===== src/rtl/trap_pkg.sv =====
package trap_pkg;
   typedef enum logic [1:0] {
      SEL_STATUS  = 2'd0,
      SEL_CAUSE   = 2'd1,
      SEL_EPC     = 2'd2,
      SEL_BADADDR = 2'd3
   } reg_sel_e;

   localparam logic [4:0] CODE_INT  = 5'd0;
   localparam logic [4:0] CODE_ADEL = 5'd4;
   localparam logic [4:0] CODE_ADES = 5'd5;
   localparam logic [4:0] CODE_RI   = 5'd10;
   localparam logic [4:0] CODE_CPU  = 5'd11;
   localparam logic [4:0] CODE_OV   = 5'd12;

   localparam int CODE_LSB = 2;
   localparam int CODE_W   = 5;
endpackage


===== src/rtl/trap_sreg.sv =====
// Serial control register: parallel capture has priority over shifting.
module trap_sreg #(
   parameter int W        = 32,
   parameter bit WRITABLE = 1'b1
) (
   input  logic         clk,
   input  logic         rst_n,
   input  logic         load_en,
   input  logic [W-1:0] load_val,
   input  logic         shift_en,
   input  logic         wr_en,
   input  logic         wr_bit,
   output logic [W-1:0] q
);
   logic top_bit;

   generate
      if (WRITABLE) begin : g_wr
         assign top_bit = wr_en ? wr_bit : q[0];
      end else begin : g_ro
         assign top_bit = q[0];
      end
   endgenerate

   always_ff @(posedge clk) begin
      if (!rst_n)
         q <= '0;
      else if (load_en)
         q <= load_val;
      else if (shift_en)
         q <= {top_bit, q[W-1:1]};
   end
endmodule


===== src/rtl/trap_prio.sv =====
// Fixed-priority selection among the configured sources.
module trap_prio
   import trap_pkg::*;
#(
   parameter bit EN_OVF  = 1'b1,
   parameter bit EN_RESV = 1'b1,
   parameter bit EN_CPU  = 1'b1,
   parameter bit EN_ADDR = 1'b1
) (
   input  logic              adel,
   input  logic              ades,
   input  logic              resv,
   input  logic              cpu,
   input  logic              ovf,
   input  logic              irq_live,
   output logic              take,
   output logic              addr_err,
   output logic [CODE_W-1:0] code
);
   logic adel_m, ades_m, resv_m, cpu_m, ovf_m;

   generate
      if (EN_ADDR) begin : g_addr
         assign adel_m = adel;
         assign ades_m = ades;
      end else begin : g_no_addr
         assign adel_m = 1'b0;
         assign ades_m = 1'b0;
      end
      if (EN_RESV) begin : g_resv
         assign resv_m = resv;
      end else begin : g_no_resv
         assign resv_m = 1'b0;
      end
      if (EN_CPU) begin : g_cpu
         assign cpu_m = cpu;
      end else begin : g_no_cpu
         assign cpu_m = 1'b0;
      end
      if (EN_OVF) begin : g_ovf
         assign ovf_m = ovf;
      end else begin : g_no_ovf
         assign ovf_m = 1'b0;
      end
   endgenerate

   always_comb begin
      take     = 1'b1;
      addr_err = 1'b0;
      code     = CODE_INT;
      if (adel_m) begin
         code     = CODE_ADEL;
         addr_err = 1'b1;
      end else if (ades_m) begin
         code     = CODE_ADES;
         addr_err = 1'b1;
      end else if (resv_m)
         code = CODE_RI;
      else if (cpu_m)
         code = CODE_CPU;
      else if (ovf_m)
         code = CODE_OV;
      else if (irq_live)
         code = CODE_INT;
      else
         take = 1'b0;
   end
endmodule


===== src/rtl/trap_ctrl_serial.sv =====
module trap_ctrl_serial
   import trap_pkg::*;
#(
   parameter int          W       = 32,
   parameter logic [31:0] VECTOR  = 32'h0000_0080,
   parameter bit          EN_OVF  = 1'b1,
   parameter bit          EN_RESV = 1'b1,
   parameter bit          EN_CPU  = 1'b1,
   parameter bit          EN_ADDR = 1'b1
) (
   input  logic         clk,
   input  logic         rst_n,
   input  logic         req_adel,
   input  logic         req_ades,
   input  logic         req_resv,
   input  logic         req_cpu,
   input  logic         req_ovf,
   input  logic         irq,
   input  logic         rfe_i,
   input  logic [W-1:0] pc_i,
   input  logic [W-1:0] badaddr_i,
   input  logic [1:0]   reg_sel,
   input  logic         shift_en,
   input  logic         wr_en,
   input  logic         wr_bit,
   output logic         rd_bit_o,
   output logic         redirect_o,
   output logic [W-1:0] vector_o
);
   localparam int CODE_MSB = CODE_LSB + CODE_W - 1;

   generate
      if (W < CODE_MSB + 1) begin : g_bad_width
         $error("trap_ctrl_serial: W too small for cause field");
      end
      if (W < 32 && (VECTOR >> W) != 0) begin : g_bad_vector
         $error("trap_ctrl_serial: VECTOR does not fit in W bits");
      end
   endgenerate

   reg_sel_e sel;
   assign sel = reg_sel_e'(reg_sel);

   logic [W-1:0] status_q, cause_q, epc_q, badaddr_q;
   logic         take, addr_err;
   logic [CODE_W-1:0] code;
   logic         redirect_q;

   trap_prio #(
      .EN_OVF (EN_OVF),
      .EN_RESV(EN_RESV),
      .EN_CPU (EN_CPU),
      .EN_ADDR(EN_ADDR)
   ) u_prio (
      .adel    (req_adel),
      .ades    (req_ades),
      .resv    (req_resv),
      .cpu     (req_cpu),
      .ovf     (req_ovf),
      .irq_live(irq & status_q[0]),
      .take    (take),
      .addr_err(addr_err),
      .code    (code)
   );

   // status: capture > serial shift > return-from-exception
   logic         sh_status, st_load;
   logic [W-1:0] st_val;
   assign sh_status = shift_en && (sel == SEL_STATUS);
   assign st_load   = take || (rfe_i && !sh_status);
   always_comb begin
      st_val = status_q;
      if (take) begin
         st_val[1] = status_q[0];
         st_val[0] = 1'b0;
      end else begin
         st_val[0] = status_q[1];
      end
   end

   trap_sreg #(.W(W), .WRITABLE(1'b1)) u_status (
      .clk(clk), .rst_n(rst_n),
      .load_en(st_load), .load_val(st_val),
      .shift_en(sh_status), .wr_en(wr_en), .wr_bit(wr_bit),
      .q(status_q)
   );

   logic [W-1:0] cause_val;
   always_comb begin
      cause_val = '0;
      cause_val[CODE_MSB:CODE_LSB] = code;
   end

   trap_sreg #(.W(W), .WRITABLE(1'b0)) u_cause (
      .clk(clk), .rst_n(rst_n),
      .load_en(take), .load_val(cause_val),
      .shift_en(shift_en && (sel == SEL_CAUSE)), .wr_en(wr_en), .wr_bit(wr_bit),
      .q(cause_q)
   );

   trap_sreg #(.W(W), .WRITABLE(1'b1)) u_epc (
      .clk(clk), .rst_n(rst_n),
      .load_en(take), .load_val(pc_i),
      .shift_en(shift_en && (sel == SEL_EPC)), .wr_en(wr_en), .wr_bit(wr_bit),
      .q(epc_q)
   );

   generate
      if (EN_ADDR) begin : g_badaddr
         trap_sreg #(.W(W), .WRITABLE(1'b0)) u_badaddr (
            .clk(clk), .rst_n(rst_n),
            .load_en(take && addr_err), .load_val(badaddr_i),
            .shift_en(shift_en && (sel == SEL_BADADDR)), .wr_en(wr_en), .wr_bit(wr_bit),
            .q(badaddr_q)
         );
      end else begin : g_no_badaddr
         assign badaddr_q = '0;
      end
   endgenerate

   always_comb begin
      unique case (sel)
         SEL_STATUS:  rd_bit_o = status_q[0];
         SEL_CAUSE:   rd_bit_o = cause_q[0];
         SEL_EPC:     rd_bit_o = epc_q[0];
         default:     rd_bit_o = badaddr_q[0];
      endcase
   end

   always_ff @(posedge clk) begin
      if (!rst_n)
         redirect_q <= 1'b0;
      else
         redirect_q <= take;
   end

   assign redirect_o = redirect_q;
   assign vector_o   = VECTOR[W-1:0];
endmodule


===== config.mk =====
export PLATFORM = sky130hd
export DESIGN_NAME = trap_ctrl_serial
export DESIGN_NICKNAME = d
export VERILOG_FILES = /design/src/rtl/trap_pkg.sv /design/src/rtl/trap_sreg.sv /design/src/rtl/trap_prio.sv /design/src/rtl/trap_ctrl_serial.sv
export SDC_FILE = /design/constraint.sdc
export NUM_CORES = 1
export LEC_CHECK = 0
export BUFFER_PORTS_ARGS = -buffer_cell sky130_fd_sc_hd__buf_2
export CAP_MARGIN = 25
export CORE_MARGIN = 2
export CORE_UTILIZATION = 52
export CTS_CLUSTER_DIAMETER = 40
export CTS_CLUSTER_SIZE = 10
export DETAILED_ROUTE_END_ITERATION = 10
export HOLD_SLACK_MARGIN = 0.08
export PLACE_DENSITY = 0.77
export SLEW_MARGIN = 20
export SYNTH_ARGS = -nofsm -noshare
export SYNTH_HDL_FRONTEND = slang
export SYNTH_HIERARCHICAL = 1
export SYNTH_SLANG_ARGS = --single-unit

===== constraint.sdc =====
create_clock -name clk -period 1.8 [get_ports clk]
set_clock_uncertainty 0.1 [all_clocks]
set_input_delay 0.09 -clock clk [delete_from_list [all_inputs] [get_ports clk]]
set_output_delay 0.09 -clock clk [all_outputs]
set_load 0.01 [all_outputs]

Word-level counts from Yosys, hierarchy flattened
Cells that the tools add are included.

Reductions and logical operators: 16. Bitwise operators: 3. Eq/ne operators: 4. Muxes and demuxes: 26.

Operators with widths (count): 32-bit two-way mux (4); 5-bit two-way mux (4); 7-bit two-way mux (2); 1-bit two-way mux (12); 2-bit nonzero test (4); 1-bit logical AND (6); 2-bit equality test, second input constant (2); 2-bit two-way mux (2); 4-bit two-way mux (1); 2-bit AND reduction (2); 1-bit case mux with 3 select lines (1); 2-bit by 1-bit equality test with 1-bit output, second input constant (1); 2-bit zero test (1); 2-bit != test, second input constant (1); 1-bit inverter (2); 2-bit OR reduction (1); 1-bit AND (1); 1-bit zero test (1); 1-bit logical OR (1).

Register bits after elaboration: 129. Word-level logic and storage cells: 57. Output and inout port bits: 34.

Logic depth before layout (Yosys ltp)
Depth in word-level cells: 10. Gate-level depth with buffers: 8. Depth with buffers taken out: 7.

Cells and area by module
Netlist, hierarchy kept.

Modules (own cells, without submodules): trap_sreg at g_badaddr.u_badaddr ... (instances 2, area an instance 1778.0 um^2, cells each 141); trap_sreg at u_epc ... (instances 2, area an instance 1776.7 um^2, cells each 145); trap_ctrl_serial (instances 1, area an instance 366.6 um^2, cells each 48); trap_prio (instances 1, area an instance 67.6 um^2, cells each 13).

Worst setup path before layout
OpenSTA, ideal clock, no wires.

Kind: register to register. From: register u_status.q[0]. To: register u_status.q[14]. Setup time: 0.116 ns. Data required time: 1.584 ns. Stages on the path, launching flop included: 9. Setup slack: -0.060 ns. Buffers on the path: 2. Arrival time: 1.643 ns. Cells stage by stage: dfxtp_1 > and2_1 > nor3_1 > nand2_1 > o21bai_1 > buf_2 > clkbuf_1 > or2b_1 > o211a_1.

Longest elaborated chain between the ends: 10.

RTL lines: start, declared (line trap_sreg.sv:13) `output logic [W-1:0] q`; start signal, assigned (line trap_sreg.sv:29) `q <= load_val;`; start signal, assigned (line trap_sreg.sv:31) `q <= {top_bit, q[W-1:1]};`; 1-bit AND (line trap_ctrl_serial.sv:60) `.irq_live(irq & status_q[0]),`; 1-bit two-way mux (line trap_prio.sv:63) `else if (irq_live)`; 1-bit two-way mux (line trap_prio.sv:61) `else if (ovf_m)`; 1-bit two-way mux (line trap_prio.sv:59) `else if (cpu_m)`; 1-bit two-way mux (line trap_prio.sv:57) `end else if (resv_m)`; 1-bit two-way mux (line trap_prio.sv:54) `end else if (ades_m) begin`; 1-bit two-way mux (line trap_prio.sv:51) `if (adel_m) begin`; net take (line trap_ctrl_serial.sv:45) `logic take, addr_err;`; 1-bit logical OR (line trap_ctrl_serial.sv:70) `assign st_load = take || (rfe_i && !sh_status);`; net st_load (line trap_ctrl_serial.sv:67) `logic sh_status, st_load;`; 1-bit inverter (no line); 2-bit AND reduction (no line).

The timed path passes the listed nets, and every way through them passes these cells. A chain may end at the register's enable or synchronous reset.

Worst setup path after layout
From: register u_status.q[0]. To: output port rd_bit_o.

Longest elaborated chain between the ends: 1.

RTL lines: 1-bit case mux with 3 select lines (line trap_ctrl_serial.sv:122) `unique case (sel)`; end, declared (line trap_ctrl_serial.sv:26) `output logic rd_bit_o,`.

No other way between the ends.

==> impl_metrics.ini <==
[timing]
maxSlewViolCount = 0
setup_viol = 0
fin_crit_ns = 1.719
fmax_mhz = 581.7
rsz0062_at_grt = no
setup_tns_ns = 0
hold_viol_final = 0
period_share_pct = 95.50

[setup_path]
critPathRequiredTime_ns = 1.61
rr_startpoint = u_status/q[0]
cp-start-kind = flip-flop
crit_type = reg -> out
reg2reg_slack_ns = 0.11
reg2reg_depth = 7
cp_max_fo = 4
timing.rr.end = g_badaddr.u_badaddr/q[11]
arrival_ns = 1.53
crit_path_end_kind = output pin

[placed_design]
dp_hpwl_mm = 8.724
dp_cells = 881
portBuffers = 79
place.gp.congestion = 0.7594

[min_path]
hold_path_end = u_cause/q[3]
hp-start = req_resv
hold_path_class = in -> reg
hold_depth = 5

[pwr]
combPwrFrac_pct = 13.8
ir_drop_v = 0.0007103
p_seq_share_pct = 40.8
clkPwrFrac_pct = 45.4
switching_share_pct = 23.67
p_int_mw = 5.813
p_per_area_mw_per_mm2 = 819.4
p_leak_nw = 5.172
p_sw_mw = 1.803

[routing]
avgRoutedWirePerCell_um = 15.91
drt-met1-wl_mm = 6.386
routed.top_layer = met4
dr.pass1.iters = 4
vias_per_cell = 5.222
drc = 0
num_vias = 5133
wl_mm = 15.64
drtIter0Drc = 348
wl_met3_um = 588
ant_nets = 0
wl_met2_mm = 8.197

[global_routing]
gr-total-overflow = 0
antenna_found_initial = 0
grt_start_max_net_pins = 85
grt_pass1_wl_mm = 25.96
grt_pass1_vias = 5341
grt_usage_pct = 20.47

[clock_tree]
clockBufferDepth = 2
cts_tree = built
cts.clk_slew.worst_paths_ns = 0.06
cts_sinks = 129
insertion_delay_ns = 0.42
cts_buffers = 17
cts_root_buffer = clkbuf_16
htreeDepth = 4

[cells_and_area]
final_nets = 864
mostFrequentLayoutCell = dfxtp_1
final_cell_count_no_fill = 983
fill_cells = 1067
mostFrequentLayoutCells = 129 x dfxtp_1, 126 x o211a_1, 116 x mux2_4
regArea_mm2 = 0.002582
drive_gt1_share_pct = 32.92
syn2layout_area_growth_pct = 23.22
antenna_cells = 0
multi_input_area_mm2 = 0.004499

[yosys]
synthMuxAreaShare_pct = 25.15
yosys.area.top_type = dfxtp_1
syn_area_mm2 = 0.007543
synth_top_cells_by_area = dfxtp_1 34%, mux2_4 23%, o211a_1 17%, or2b_1 8.2%, buf_4 3.9%
synthAdderAreaFrac_pct = 0
synth_simple_gate_area_share_pct = 13.73
ys_types = 33
syn_inst = 633
synth_top_family_by_area = multiplexers
syn_avg_cell_area_um2 = 11.92
synth-seq-cells = 129
synth_xor_area_share_pct = 0
yosysTopAreaCellShare_pct = 34.23
synth_compound_area_share_pct = 17.28
ys_warn_count = 6
ys_seq_area_share_pct = 34.23

[floorplan]
dieArea_mm2 = 0.01549
rows = 44
initial_core_util_pct = 52.50
ios = 112
core_mm2 = 0.01437
die_y_um = 124.4
die_x_um = 124.4

[run_status]
status = finished, final reports clean

[job]
cap_violations = 0
==> cell usage after synthesis, drive strengths merged <==
cell type    n
nor3         2
and3b        1
or2b        82
dfxtp      129
and2         3
buf         67
nand2        2
nand4bb      2
nand3        2
o211ai       2
mux2       126
nor2         4
nand3b       2
conb         3
nor3b        1
inv          2
a21o         2
and3         1
o21bai       1
mux4         1
a21oi        1
or2          1
nand2b      45
o211a      126
mux2i        2
nor2b        1
clkbuf      22
==> flip-flops by register name, summed over array words and instances (netlist names) <==
signal                 count
g_badaddr.u_badaddr/q     32
u_cause/q                 32
u_epc/q                   32
u_status/q                32
redirect_o                 1
==> worst max-delay path, cell delays in order (launching register included) <==
cell and delay (ns):
dfxtp_1 0.30, buf_4 0.14, mux4_2 0.49, buf_2 0.17
==> what timing repair did <==
item / 4_1_cts / 5_1_grt
setup buffers: 0 / 0
endpoints found under the hold margin: 75 / 0
hold buffers: 70 / 0
gates resized for setup: 0 / 1
endpoints found under the setup margin: 0 / 51
==> power by group through the flow <==
| stage | Sequential (mW) | Clock, mW | Combinational, mW |
|---|---|---|---|
| 2_1_floorplan | 3.13 | 0 | 0.785 |
| 3_3_place_gp | 3.15 | 0 | 0.868 |
| 3_5_place_dp | 3.16 | 0 | 0.903 |
| 4_1_cts | 3.10 | 3.52 | 1.03 |
| 5_1_grt | 3.12 | 3.66 | 1.13 |
| 6_report | 3.11 | 3.46 | 1.05 |
==> worst max path at each step <==
stage                  start                   endpoint  slack, ns  cells after the start
2_1_floorplan  u_status/q[0]   g_badaddr.u_badaddr/q[0]       0.01                      7
3_3_place_gp   u_status/q[0]              u_status/q[9]        0.1                      7
3_5_place_dp   u_status/q[0]  g_badaddr.u_badaddr/q[18]       0.09                      7
4_1_cts        u_status/q[0]                   rd_bit_o       0.06                      3
5_1_grt        u_status/q[0]                   rd_bit_o       0.02                      3
6_report       u_status/q[0]                   rd_bit_o       0.08                      3
==> metrics by stage <==
stage | util, % | total power [mW] | cell area, µm² | setup slack [ns] | hold slack [ns]
5_1_grt | 64.69 | 7.922 | 9295 | 0.01944 | 0.1283
3_3_place_gp | 55.61 | 4.019 | 7990 | 0.09898 | 0.2670
2_1_floorplan | - | 3.916 | 7760 | 0.01474 | 0.1173
3_5_place_dp | 55.61 | 4.065 | 7990 | 0.09061 | 0.2775
4_1_cts | 64.66 | 7.657 | 9290 | 0.05806 | 0.08787
6_report | 64.69 | 7.616 | 9295 | 0.08099 | 0.1064
==> layout make-up <==
cell class	count	area share, %
Inverter	2	0.08076
Timing Repair Buffer	166	14.81
Clock buffer	21	5.061
Clock inverter	11	1.386
Multi-Input combinational cell	470	48.40
Sequential cell	129	27.78
Tap cell	184	2.477
==> cell families (layout without fill, tap and decap cells) <==
| family | Yosys count | count (layout) |
|---|---|---|
| and+or+nand+nor | 149 | 149 |
| buffers and inverters | 91 | 200 |
| AOI/OAI and AO/OA | 132 | 132 |
| muxes | 129 | 129 |
| other | 3 | 60 |
| DFF | 129 | 129 |
==> routing by layer <==
layer / vias to the layer above / GRT usage, %
li1: 2481 / -
met1: 2481 / 23.21
met2: 123 / 35.84
met3: 48 / 5.198
met4: 0 / 9.782
met5: - / 0
(Power assumes the default switching activity.)
